`src/rtl/intc_pkg.sv`:
```
package intc_pkg;

    typedef enum logic [2:0] {
        ST_IDLE     = 3'd0,
        ST_RAISE    = 3'd1,
        ST_DELIVER  = 3'd2,
        ST_CAS_FWD  = 3'd3,
        ST_CAS_WAIT = 3'd4
    } intc_state_e;

    localparam logic [1:0] RA_BASE     = 2'd0;
    localparam logic [1:0] RA_MASK     = 2'd1;
    localparam logic [1:0] RA_PEND_EOI = 2'd2;
    localparam logic [1:0] RA_SERV     = 2'd3;

endpackage

```
`src/rtl/intc_edge_pend.sv`:
```
module intc_edge_pend #(
    parameter int N = 8
) (
    input  logic         clk,
    input  logic         rst_n,
    input  logic [N-1:0] irq_i,
    input  logic [N-1:0] clr_i,
    output logic [N-1:0] pend_o
);

    logic [N-1:0] irq_q;
    logic [N-1:0] pend_q;
    logic [N-1:0] rise;

    assign rise = irq_i & ~irq_q;

    always_ff @(posedge clk or negedge rst_n) begin
        if (!rst_n) begin
            irq_q  <= '0;
            pend_q <= '0;
        end else begin
            irq_q  <= irq_i;
            // a fresh edge on the served line wins over the clear
            pend_q <= (pend_q & ~clr_i) | rise;
        end
    end

    assign pend_o = pend_q;

endmodule

```
`src/rtl/intc_prio_resolve.sv`:
```
module intc_prio_resolve #(
    parameter int N  = 8,
    parameter int IW = 3
) (
    input  logic [N-1:0]  pend_i,
    input  logic [N-1:0]  mask_i,
    input  logic [N-1:0]  isr_i,
    output logic          any_o,
    output logic [IW-1:0] idx_o,
    output logic [N-1:0]  win_oh_o,
    output logic [N-1:0]  top_isr_oh_o
);

    logic [N-1:0] allow;
    logic [N-1:0] elig;

    // a line may win only if nothing of equal or higher rank is in service
    for (genvar g = 0; g < N; g++) begin : g_allow
        assign allow[g] = ~|isr_i[g:0];
    end

    assign elig = pend_i & ~mask_i & allow;
    assign any_o = |elig;

    always_comb begin
        idx_o = '0;
        for (int i = N - 1; i >= 0; i--) begin
            if (elig[i]) idx_o = IW'(i);
        end
    end

    assign win_oh_o     = elig & (~elig + N'(1));
    assign top_isr_oh_o = isr_i & (~isr_i + N'(1));

endmodule

```
`src/rtl/intc_seq_fsm.sv`:
```
module intc_seq_fsm
    import intc_pkg::*;
#(
    parameter int N         = 8,
    parameter int IW        = 3,
    parameter int VEC_W     = 8,
    parameter int CAS_PIN   = 2,
    parameter bit IS_MASTER = 1'b0
) (
    input  logic             clk,
    input  logic             rst_n,
    input  logic             any_i,
    input  logic [IW-1:0]    idx_i,
    input  logic [VEC_W-1:0] base_i,
    input  logic             ack_i,
    input  logic             cas_vld_i,
    input  logic [VEC_W-1:0] cas_vec_i,
    output logic             accept_o,
    output logic             int_o,
    output logic             vec_valid_o,
    output logic [VEC_W-1:0] vec_o,
    output logic             cas_ack_o
);

    intc_state_e state_q, state_d;
    logic [VEC_W-1:0] vec_q;
    logic             to_slave;

    assign accept_o = (state_q == ST_RAISE) && ack_i && any_i;
    assign to_slave = IS_MASTER && (idx_i == IW'(CAS_PIN));

    always_ff @(posedge clk or negedge rst_n) begin
        if (!rst_n) state_q <= ST_IDLE;
        else        state_q <= state_d;
    end

    always_comb begin
        state_d = state_q;
        unique case (state_q)
            ST_IDLE:     if (any_i) state_d = ST_RAISE;
            ST_RAISE: begin
                if (accept_o)    state_d = to_slave ? ST_CAS_FWD : ST_DELIVER;
                else if (!any_i) state_d = ST_IDLE;
            end
            ST_CAS_FWD:  state_d = ST_CAS_WAIT;
            ST_CAS_WAIT: if (cas_vld_i) state_d = ST_DELIVER;
            ST_DELIVER:  state_d = ST_IDLE;
            default:     state_d = ST_IDLE;
        endcase
    end

    always_ff @(posedge clk or negedge rst_n) begin
        if (!rst_n) begin
            vec_q <= '0;
        end else if (accept_o && !to_slave) begin
            vec_q <= base_i + VEC_W'(idx_i);
        end else if (state_q == ST_CAS_WAIT && cas_vld_i) begin
            vec_q <= cas_vec_i;
        end
    end

    always_comb begin
        int_o       = 1'b0;
        vec_valid_o = 1'b0;
        cas_ack_o   = 1'b0;
        unique case (state_q)
            ST_RAISE:   int_o       = 1'b1;
            ST_DELIVER: vec_valid_o = 1'b1;
            ST_CAS_FWD: cas_ack_o   = 1'b1;
            default: ;
        endcase
    end

    assign vec_o = vec_q;

endmodule

```
`src/rtl/intc_vector_ctrl.sv`:
```
module intc_vector_ctrl
    import intc_pkg::*;
#(
    parameter int N          = 8,
    parameter int VEC_W      = 8,
    parameter int RESET_BASE = 32,
    parameter int CAS_PIN    = 2,
    parameter bit IS_MASTER  = 1'b0
) (
    input  logic             clk,
    input  logic             rst_n,
    input  logic [N-1:0]     irq_i,
    input  logic             reg_wr_i,
    input  logic [1:0]       reg_addr_i,
    input  logic [VEC_W-1:0] reg_wdata_i,
    output logic [VEC_W-1:0] reg_rdata_o,
    input  logic             ack_i,
    output logic             int_o,
    output logic             vec_valid_o,
    output logic [VEC_W-1:0] vec_o,
    output logic             cas_ack_o,
    input  logic             cas_vld_i,
    input  logic [VEC_W-1:0] cas_vec_i
);

    localparam int IW = (N > 1) ? $clog2(N) : 1;

    logic [VEC_W-1:0] base_q;
    logic [N-1:0]     mask_q;
    logic [N-1:0]     isr_q;
    logic [N-1:0]     pend_w;
    logic [N-1:0]     win_oh;
    logic [N-1:0]     top_isr_oh;
    logic [IW-1:0]    win_idx;
    logic             any_elig;
    logic             accept_w;
    logic             eoi_w;

    assign eoi_w = reg_wr_i && (reg_addr_i == RA_PEND_EOI);

    always_ff @(posedge clk or negedge rst_n) begin
        if (!rst_n) begin
            base_q <= VEC_W'(RESET_BASE);
            mask_q <= '0;
        end else if (reg_wr_i) begin
            if (reg_addr_i == RA_BASE) base_q <= reg_wdata_i;
            if (reg_addr_i == RA_MASK) mask_q <= reg_wdata_i[N-1:0];
        end
    end

    always_ff @(posedge clk or negedge rst_n) begin
        if (!rst_n) isr_q <= '0;
        else        isr_q <= (isr_q & ~(eoi_w ? top_isr_oh : '0))
                           | (accept_w ? win_oh : '0);
    end

    intc_edge_pend #(.N(N)) u_pend (
        .clk    (clk),
        .rst_n  (rst_n),
        .irq_i  (irq_i),
        .clr_i  (accept_w ? win_oh : '0),
        .pend_o (pend_w)
    );

    intc_prio_resolve #(.N(N), .IW(IW)) u_prio (
        .pend_i       (pend_w),
        .mask_i       (mask_q),
        .isr_i        (isr_q),
        .any_o        (any_elig),
        .idx_o        (win_idx),
        .win_oh_o     (win_oh),
        .top_isr_oh_o (top_isr_oh)
    );

    intc_seq_fsm #(
        .N(N), .IW(IW), .VEC_W(VEC_W), .CAS_PIN(CAS_PIN), .IS_MASTER(IS_MASTER)
    ) u_fsm (
        .clk         (clk),
        .rst_n       (rst_n),
        .any_i       (any_elig),
        .idx_i       (win_idx),
        .base_i      (base_q),
        .ack_i       (ack_i),
        .cas_vld_i   (cas_vld_i),
        .cas_vec_i   (cas_vec_i),
        .accept_o    (accept_w),
        .int_o       (int_o),
        .vec_valid_o (vec_valid_o),
        .vec_o       (vec_o),
        .cas_ack_o   (cas_ack_o)
    );

    always_comb begin
        unique case (reg_addr_i)
            RA_BASE:     reg_rdata_o = base_q;
            RA_MASK:     reg_rdata_o = VEC_W'(mask_q);
            RA_PEND_EOI: reg_rdata_o = VEC_W'(pend_w);
            RA_SERV:     reg_rdata_o = VEC_W'(isr_q);
            default:     reg_rdata_o = '0;
        endcase
    end

endmodule

```
`config.mk`:
```
export PLATFORM = sky130hd
export DESIGN_NAME = intc_vector_ctrl
export DESIGN_NICKNAME = d
export VERILOG_FILES = /design/src/rtl/intc_pkg.sv /design/src/rtl/intc_edge_pend.sv /design/src/rtl/intc_prio_resolve.sv /design/src/rtl/intc_seq_fsm.sv /design/src/rtl/intc_vector_ctrl.sv
export SDC_FILE = /design/constraint.sdc
export NUM_CORES = 1
export LEC_CHECK = 0
export CORE_MARGIN = 1
export CORE_UTILIZATION = 57
export CTS_BUF_LIST = sky130_fd_sc_hd__clkbuf_16
export CTS_CLUSTER_DIAMETER = 150
export DETAILED_ROUTE_END_ITERATION = 16
export MAX_ROUTING_LAYER = met4
export PLACE_DENSITY = 0.84
export SETUP_SLACK_MARGIN = 0.3
export SYNTH_ARGS = -nofsm -noshare
export SYNTH_HDL_FRONTEND = slang
export SYNTH_HIERARCHICAL = 1
export SYNTH_SLANG_ARGS = --single-unit
```
`constraint.sdc`:
```
create_clock -name clk -period 6.6 [get_ports clk]
set_input_delay 1.32 -clock clk [delete_from_list [all_inputs] [get_ports clk]]
set_output_delay 1.32 -clock clk [all_outputs]
set_load 0.05 [all_outputs]
```
# After elaboration in Yosys (flattened, before gate mapping)
# Index checks and enable logic that the tools add are counted.
[totals]
wordCells = 82
out_inout_bits = 19
reg_bits = 51
input_bits = 31
[op_classes]
bitwise_logic = 15
muxes = 21
n_reduce_logical = 26
n_eq_ne = 10
addsub = 3
[op_table]
columns = ["operator", "count"]
rows = [
  ["bitwise AND 8 bit", 7],
  ["NOT 8 bit", 6],
  ["2-to-1 mux 3 bit", 12],
  ["2-to-1 mux 8 bit", 4],
  ["one-hot mux 8 bit (4 select lines)", 1],
  ["adder 8 x 1 -> 8 bit, second input constant", 2],
  ["OR 8 bit", 2],
  ["OR reduction 8 bit", 2],
  ["one-hot mux 3 bit (4 select lines)", 1],
  ["adder 8 x 3 -> 8 bit", 1],
  ["zero test 1 bit", 8],
  ["OR reduction 7 bit", 1],
  ["equality test 3 x 2 -> 1 bit, second input constant", 2],
  ["OR reduction 6 bit", 1],
  ["OR reduction 5 bit", 1],
  ["equality test 2 bit, second input constant", 2],
  ["logical AND 1 bit", 4],
  ["AND reduction 2 bit", 2],
  ["OR reduction 4 bit", 1],
  ["equality test 3 x 1 -> 1 bit, second input constant", 1],
  ["equality test 3 bit, second input constant", 1],
  ["zero test 3 bit", 1],
  ["2-to-1 mux 1 bit", 3],
  ["!= test 3 bit, second input constant", 1],
  ["other kinds (8)", 8],
]

# Depth between registers and ports, before layout
# Gate-level depths: netlist of run 1.
[logic_depth]
word_depth = 13
ltp_mapped = 13
mapped_depth_nobuf = 11

# Modules after synthesis
# Netlist of run 1, hierarchy kept.
[by_module_without_submodules]
columns = ["mod", "area_per_inst_um2", "instances", "cells_each", "seq_area_each_um2"]
rows = [
  ["intc_vector_ctrl", 1219.9, 1, 88, 601.8],
  ["intc_seq_fsm", 747.0, 1, 69, 275.3],
  ["intc_edge_pend", 560.5, 1, 40, 400.4],
  ["intc_prio_resolve", 342.8, 1, 50, 0.0],
]

# Worst setup path before layout of run 1
# OpenSTA, ideal clock, no wires.
[synth_timing]
path_type = "input to output"
start = "input reg_addr_i[0]"
end = "output reg_rdata_o[0]"
n_path_buf = 1
required_time_ns = 5.280
t_arrival_ns = 2.260
stages = 2
setup_slack_ns = 3.020
path_cell_list = "buf_6 -> mux4_1"
[synth_between]
elab_chain_cells = 2
[synth_rtl]
columns = ["item", "line", "rtl"]
rows = [
  ["start: declaration", "intc_vector_ctrl.sv:14", "input logic [1:0] reg_addr_i,"],
  ["equality test 2 bit, or another cell as far along", "intc_vector_ctrl.sv:94", "unique case (reg_addr_i)"],
  ["one-hot mux 8 bit (4 select lines) (*)", "intc_vector_ctrl.sv:94", ""],
  ["end: declaration", "intc_vector_ctrl.sv:16", "output logic [VEC_W-1:0] reg_rdata_o,"],
]
# Every way passes the cells marked *; elsewhere a longest branch is shown, timed or not.

# Final worst setup path of run 1
[layout_timing]
start = "input reg_addr_i[0]"
end = "output reg_rdata_o[7]"
# Same word-level chain as after synthesis.

==> reports/metrics.yaml, run 1 <==
critical_path:
  crit_path_end_kind: "primary output"
  path_max_fanout: 11
  crit_type: "in2out"
  rr_startpoint: "isr_q[0]"
  cp_data_required_time_ns: 5.28
  r2r_slack_ns: 3.49
  arrival_ns: 3.63
  regToRegEndpoint: "u_fsm/vec_o[6]"
  reg2regPathDepth: 10
  critPathLaunchType: "input pin"
power_and_ir_drop:
  p_int_mw: 0.830
  clkPwrFrac_pct: 17.0
  power.density_nw_per_um2: 417
  ir_worst_vdd_mv: 0.222
  leakagePower_nw: 1.59
  power_switching_mw: 0.633
  p_seq_share_pct: 34.2
  p_total_mw: 1.46
  comb_power_share_pct: 48.7
  swShare_pct: 43.3
clock_network:
  cts_num_sinks: 51
  cts_buffers: 5
  cts_resized: 0
  root_buffer: "clkbuf_16"
  htreeDepth: 2
  clock_latency_ns: 0.29
  clockBufferDepth: 2
  post_cts_buffers: 0
  hold_buffers: 0
  cts.clk_slew.worst_paths_ns: 0.06
  cts_tree: "done"
min_path:
  worst_hold_startpoint: "u_pend/irq_q[7]"
  hold_depth: 1
  hold_end: "u_pend/pend_o[7]"
  hp-class: "reg2reg"
layout:
  layout_common_cells: "50 x dfrtp_1, 48 x clkdlybuf4s50_1, 29 x inv_1, 19 x nand2_1, 16 x mux2_2"
  drive_above_1_share_pct: 15.8
  nNetsFinal: 331
  fin_area_sq_um: 3510
  antenna_cells: 0
  synthToLayoutAreaGrowth_pct: 22.4
  fillers: 326
  seqCellArea_sq_um: 1280
  multi_input_area_sq_um: 1400
  layout_commonest_cell: "dfrtp_1"
yosys:
  synth_compound_area_share_pct: 10.9
  synth_top_family_by_area: "multiplexers"
  synthMuxAreaShare_pct: 17.8
  ys_ff_latch: 51
  syn_nets: 282
  synthFlopType: "dfrtp_1"
  synth-xor-area-share_pct: 1.83
  syn-mean-instance-area_sq_um: 11.6
  synthArstFlopShare_pct: 100
  synth_edf_count: 0
  synth_warnings: 6
  netlist_area_sq_um: 2870
  synthCells: 247
  yosys.area_share.simple_pct: 16.4
  ys_types: 55
  synth_adder_area_share_pct: 2.01
  ys_seq_area_share_pct: 44.5
routing:
  drc: 0
  drtPass1Iterations: 4
  post_drt_wl_per_cell_um: 16.6
  first_iter_violations: 129
  vias_per_cell: 5.77
  totalWireLength_mm: 6.05
  num_vias: 2100
  ant_nets: 0
floorplan:
  die_area_sq_um: 5320
  die_h_um: 73.0
  dieWidth_um: 73.0
  rows: 25
  initial_core_util_pct: 60.0
  core_sq_um: 4790
  ios: 50
sta:
  slew_headroom_pct: 52.8
  finalClockSkew_ns: 0.00535
  hold_viol_final: 0
  post-route-period-util_pct: 74.9
  rsz0062_at_grt: "false"
  setup_ws_ns: 1.65
  setup_viol: 0
  max_freq_mhz: 202
  setup_tns_ns: 0
  slew_viol_final: 0
  tightest_slew_ns: 0.705
  fin_crit_ns: 4.95
global_route:
  antenna_found_initial: 0
  grt_pass1_vias: 2013
  grt_max_degree: 52
  grt_pass1_wl_mm: 9.77
  grt_overflow: 0
  track_usage_pct: 25.9
outcome:
  outcome: "finished clean"
placed_design:
  numPortBuffers: 49
  post_dp_cell_area_sq_um: 3370
  pre_cts_ws_ns: 1.67
  globalplace.congestion: 0.836
  hpwl_mm: 4.14
job:
  maxCapViolations: 0
## worst max-delay path, stage by stage
cell and delay (ns):
clkdlybuf4s50_1 0.93, mux4_1 0.65, clkdlybuf4s50_1 0.72
## per-stage QoR
step	cells	util (%)	hold slack, ns
global route	364	73.4	0.438
finish	364	73.4	0.426
CTS	364	73.4	0.430
global placement	356	70.4	0.416
detailed placement	356	70.4	0.421
floorplan	247	-	0.413
## cell usage after synthesis (all sizes together), types with 2 or more instances
| master | instances | area share (%) |
|---|---|---|
| dfrtp | 50 | 44 |
| a31oi | 10 | 2.2 |
| nor2 | 4 | 0.61 |
| buf | 5 | 1.9 |
| and3 | 2 | 0.61 |
| nor2b | 6 | 1.7 |
| nand2b | 6 | 1.3 |
| mux2 | 16 | 6.3 |
| o21bai | 2 | 0.52 |
| clkbuf | 3 | 0.74 |
| xnor2 | 4 | 1.2 |
| o22ai | 8 | 3.5 |
| or3b | 2 | 0.61 |
| mux2i | 12 | 4.2 |
| o21ai | 4 | 0.70 |
| nand3b | 4 | 1.2 |
| nand2 | 19 | 2.5 |
| inv | 28 | 3.7 |
| xor2 | 2 | 0.61 |
| nand3 | 2 | 0.78 |
| a21oi | 13 | 2.3 |
| mux4 | 8 | 7.3 |
| nor3b | 6 | 2.0 |
| nor3 | 5 | 1.0 |
| ha | 3 | 1.3 |
| nor4 | 3 | 0.87 |
| nor4b | 4 | 1.2 |
| and2 | 4 | 0.87 |
## area by class of cell
| cell class | count | area share, % |
|---|---|---|
| clock buffer | 5 | 3.56 |
| clock inverter | 3 | 0.463 |
| inverter | 29 | 3.24 |
| multi-input combinational | 159 | 39.9 |
| sequential | 51 | 36.4 |
| tap | 67 | 2.39 |
| timing repair buffer | 50 | 14.0 |
## power by group through the flow
stage	sequential, mW	combinational (mW)	clock [mW]
3_3_place_gp	0.497	0.691	0
4_1_cts	0.498	0.710	0.255
6_report	0.501	0.713	0.250
5_1_grt	0.514	0.760	0.266
3_5_place_dp	0.501	0.701	0
2_1_floorplan	0.554	0.458	0
## how the worst max path moves through the flow
stage,end,slack [ns],cells after the start,from
after global routing,reg_rdata_o[7],1.59,3,reg_addr_i[0]
after global placement,reg_rdata_o[3],1.68,3,reg_addr_i[0]
after floorplan,reg_rdata_o[0],3.02,2,reg_addr_i[0]
final,reg_rdata_o[7],1.65,3,reg_addr_i[0]
after detailed placement,reg_rdata_o[3],1.67,3,reg_addr_i[0]
after CTS,reg_rdata_o[7],1.66,3,reg_addr_i[0]
## registers in the layout (all words and copies together), names as in the netlist
name	count
u_fsm/state_q	3
mask_q	8
base_q	8
u_pend/pend_o	8
u_pend/irq_q	8
isr_q	8
u_fsm/vec_o	8
## metal layers
metal / up-vias / share of wire (%) / global-route usage, %
li1: 986 / - / -
met1: 1037 / 44 / 33.0
met2: 66 / 49 / 41.3
met3: 11 / 5.5 / 4.97
met4: 0 / 1.8 / 9.59
met5: - / 0 / -
## kinds of logic after synthesis
logic type | Yosys count
and+or+nand+nor | 71
DFF | 51
adders and majority gates | 4
AOI/OAI and AO/OA | 42
buffers and inverters | 37
muxes | 36
xor gates and xnor gates | 6
Note: power is estimated with default switching activity, not from simulation.
==> run 2, diff against run 1 <==
- CORE_UTILIZATION: 57 -> 53
- PLACE_DENSITY: 0.84 -> 0.79
- clock period: 6.6 -> 4.7 ns (I/O delays scaled with it)
==> reports/metrics.yaml, run 2 (synthesis results as in run 1) <==
critical_path:
  path_max_fanout: 11  # unchanged
  critical-path-slowest-cell: "clkdlybuf4s50_1"
  cp_data_required_time_ns: 3.76  # -1.52 ns
  path_cells: "clkdlybuf4s50_1, mux4_1, clkdlybuf4s50_1"
  cpPeakStageDelay_ns: 0.86  # -0.07 ns
  arrival_ns: 3.19  # -0.44 ns
  cp_common_cell: "clkdlybuf4s50_1"
  crit_type: "in2out"
  reg2regPathDepth: 10  # unchanged
  crit_path_end_kind: "primary output"
  critPathLaunchType: "input pin"
  r2r_slack_ns: 1.55  # -1.94 ns
outcome:
  outcome: "finished clean"
clock_network:
  hold_buffers: 0  # unchanged
  clock_latency_ns: 0.29  # about the same
  clockBufferDepth: 2  # unchanged
  cts_buffers: 5  # unchanged
  cts.clk_slew.worst_paths_ns: 0.06  # about the same
  cts_tree: "done"
  post_cts_buffers: 0  # unchanged
  cts_num_sinks: 51  # unchanged
  root_buffer: "clkbuf_16"
  cts_resized: 0  # unchanged
  htreeDepth: 2  # unchanged
sta:
  setup_viol: 0  # unchanged
  finalClockSkew_ns: 0.00495  # -0.000395 ns
  slew_headroom_pct: 25.1  # -28 points
  rsz0062_at_grt: "false"
  setup_tns_ns: 0  # unchanged
  tightest_slew_ns: 1.12  # +0.419 ns
  hold_viol_final: 0  # unchanged
  post-route-period-util_pct: 87.8
  fin_hold_ws_ns: 0.425  # -0.000927 ns
  max_freq_mhz: 242
  fin_crit_ns: 4.13
  slew_viol_final: 0  # unchanged
layout:
  layout_common_cells: "50 x dfrtp_1, 48 x clkdlybuf4s50_1, 28 x inv_1, 19 x nand2_1, 16 x mux2_2"
  antenna_cells: 0  # unchanged
  fillers: 380  # +17%
  drive_above_1_share_pct: 15.9  # +0.053 points
  layout_commonest_cell: "dfrtp_1"
  synthToLayoutAreaGrowth_pct: 23.0
  nNetsFinal: 330  # -0.30%
job:
  maxCapViolations: 0  # unchanged
routing:
  totalWireLength_mm: 5.94  # -1.8%
  first_iter_violations: 134  # +3.9%
  post_drt_wl_per_cell_um: 16.2  # -2.4%
  drc: 0  # unchanged
  met2_wirelength_mm: 2.83  # -4.6%
  wl_met1_mm: 2.63  # -0.42%
  drtPass1Iterations: 5  # +1
  ant_nets: 0  # unchanged
  num_vias: 2136  # +1.7%
  vias_per_cell: 5.84  # +1.2%
  highest_layer: "met4"
  wl_met3_um: 391  # +18%
floorplan:
  die_h_um: 75.6  # +3.6%
  initial_core_util_pct: 55.5  # -4.5 points
  die_area_sq_um: 5710  # +7.3%
  dieWidth_um: 75.6  # +3.6%
  rows: 26  # +4.0%
  ios: 50  # unchanged
  core_sq_um: 5170  # +8.1%
power_and_ir_drop:
  leakagePower_nw: 1.59  # +0.24%
  comb_power_share_pct: 47.3  # -1.4 points
  p_int_mw: 1.22  # +47%
  power_switching_mw: 0.885  # +40%
  power.density_nw_per_um2: 595  # +43%
  ir_worst_vdd_mv: 0.324  # +46%
  swShare_pct: 42.1  # -1.2 points
  clkPwrFrac_pct: 19.2  # +2.2 points
  p_seq_share_pct: 33.5  # -0.7 points
global_route:
  grt_overflow: 0  # unchanged
  grt_pass1_vias: 1959  # -2.7%
  antenna_found_initial: 0  # unchanged
  grt_pass1_wl_mm: 9.63  # -1.5%
  track_usage_pct: 24.1  # -1.8 points
  grt_max_degree: 52  # unchanged
min_path:
  hp-class: "reg2reg"
  hold_depth: 1  # unchanged
placed_design:
  numPortBuffers: 49  # unchanged
  hpwl_mm: 4.25  # +2.5%
  globalplace.congestion: 0.912  # +9.0%
==> run 2: changes by cell type in the layout (fill, tap and decap cells not counted), sizes merged <==
cell | previous run | this run
bufinv | 0 | 1
buf | 2 | 1
inv | 29 | 28
==> run 2: final timing paths <==
| kind | endpoint | start |
|---|---|---|
| hold reg to reg | u_pend/pend_o[2] | u_pend/irq_q[2] |
| min in group asynchronous | isr_q[6] | rst_n |
| max in group asynchronous | u_fsm/vec_o[6] | rst_n |
| hold / removal | u_pend/pend_o[2] | u_pend/irq_q[2] |
| setup reg to reg | u_fsm/vec_o[6] | isr_q[0] |
| setup / recovery | reg_rdata_o[1] | reg_addr_i[0] |
==> run 2: metrics by stage <==
step	power [mW]	setup slack, ns	instance area, sq um	instances	utilization (%)
finish	2.10	0.572	3530	366	68.3
global route	2.23	0.508	3530	366	68.3
CTS	2.11	0.579	3530	366	68.3
floorplan	1.42	1.88	2870	247	-
global placement	1.67	0.628	3370	358	65.1
detailed placement	1.69	0.603	3370	358	65.1
==> run 2: routing by layer <==
| layer | vias to the layer above | GRT usage (%) |
|---|---|---|
| met5 | - | - |
| met4 | 0 | 8.64 |
| met3 | 11 | 4.76 |
| met2 | 87 | 36.0 |
| met1 | 1047 | 32.9 |
| li1 | 991 | - |
==> run 2: cell type report <==
cell class | instances | area [sq um] | area share (%)
Clock buffer | 5 | 125 | 3.54
Clock inverter | 3 | 38.8 | 1.10
Inverter | 29 | 114 | 3.22
Multi-Input combinational cell | 159 | 1400 | 39.7
Sequential cell | 51 | 1280 | 36.2
Tap cell | 70 | 87.6 | 2.48
Timing Repair Buffer | 49 | 485 | 13.7
==> run 2: critical path: cells and delay by family <==
| family | cells | cell delay (ns) |
|---|---|---|
| muxes | 1 | 0.66 |
| buffers and inverters | 2 | 1.58 |
==> run 2: power by group through the flow <==
stage	logic (mW)	registers [mW]	clock network (mW)
2_1_floorplan	0.643	0.778	0
3_3_place_gp	0.967	0.706	0
3_5_place_dp	0.983	0.710	0
4_1_cts	0.996	0.701	0.411
5_1_grt	1.07	0.720	0.432
6_report	0.995	0.705	0.403
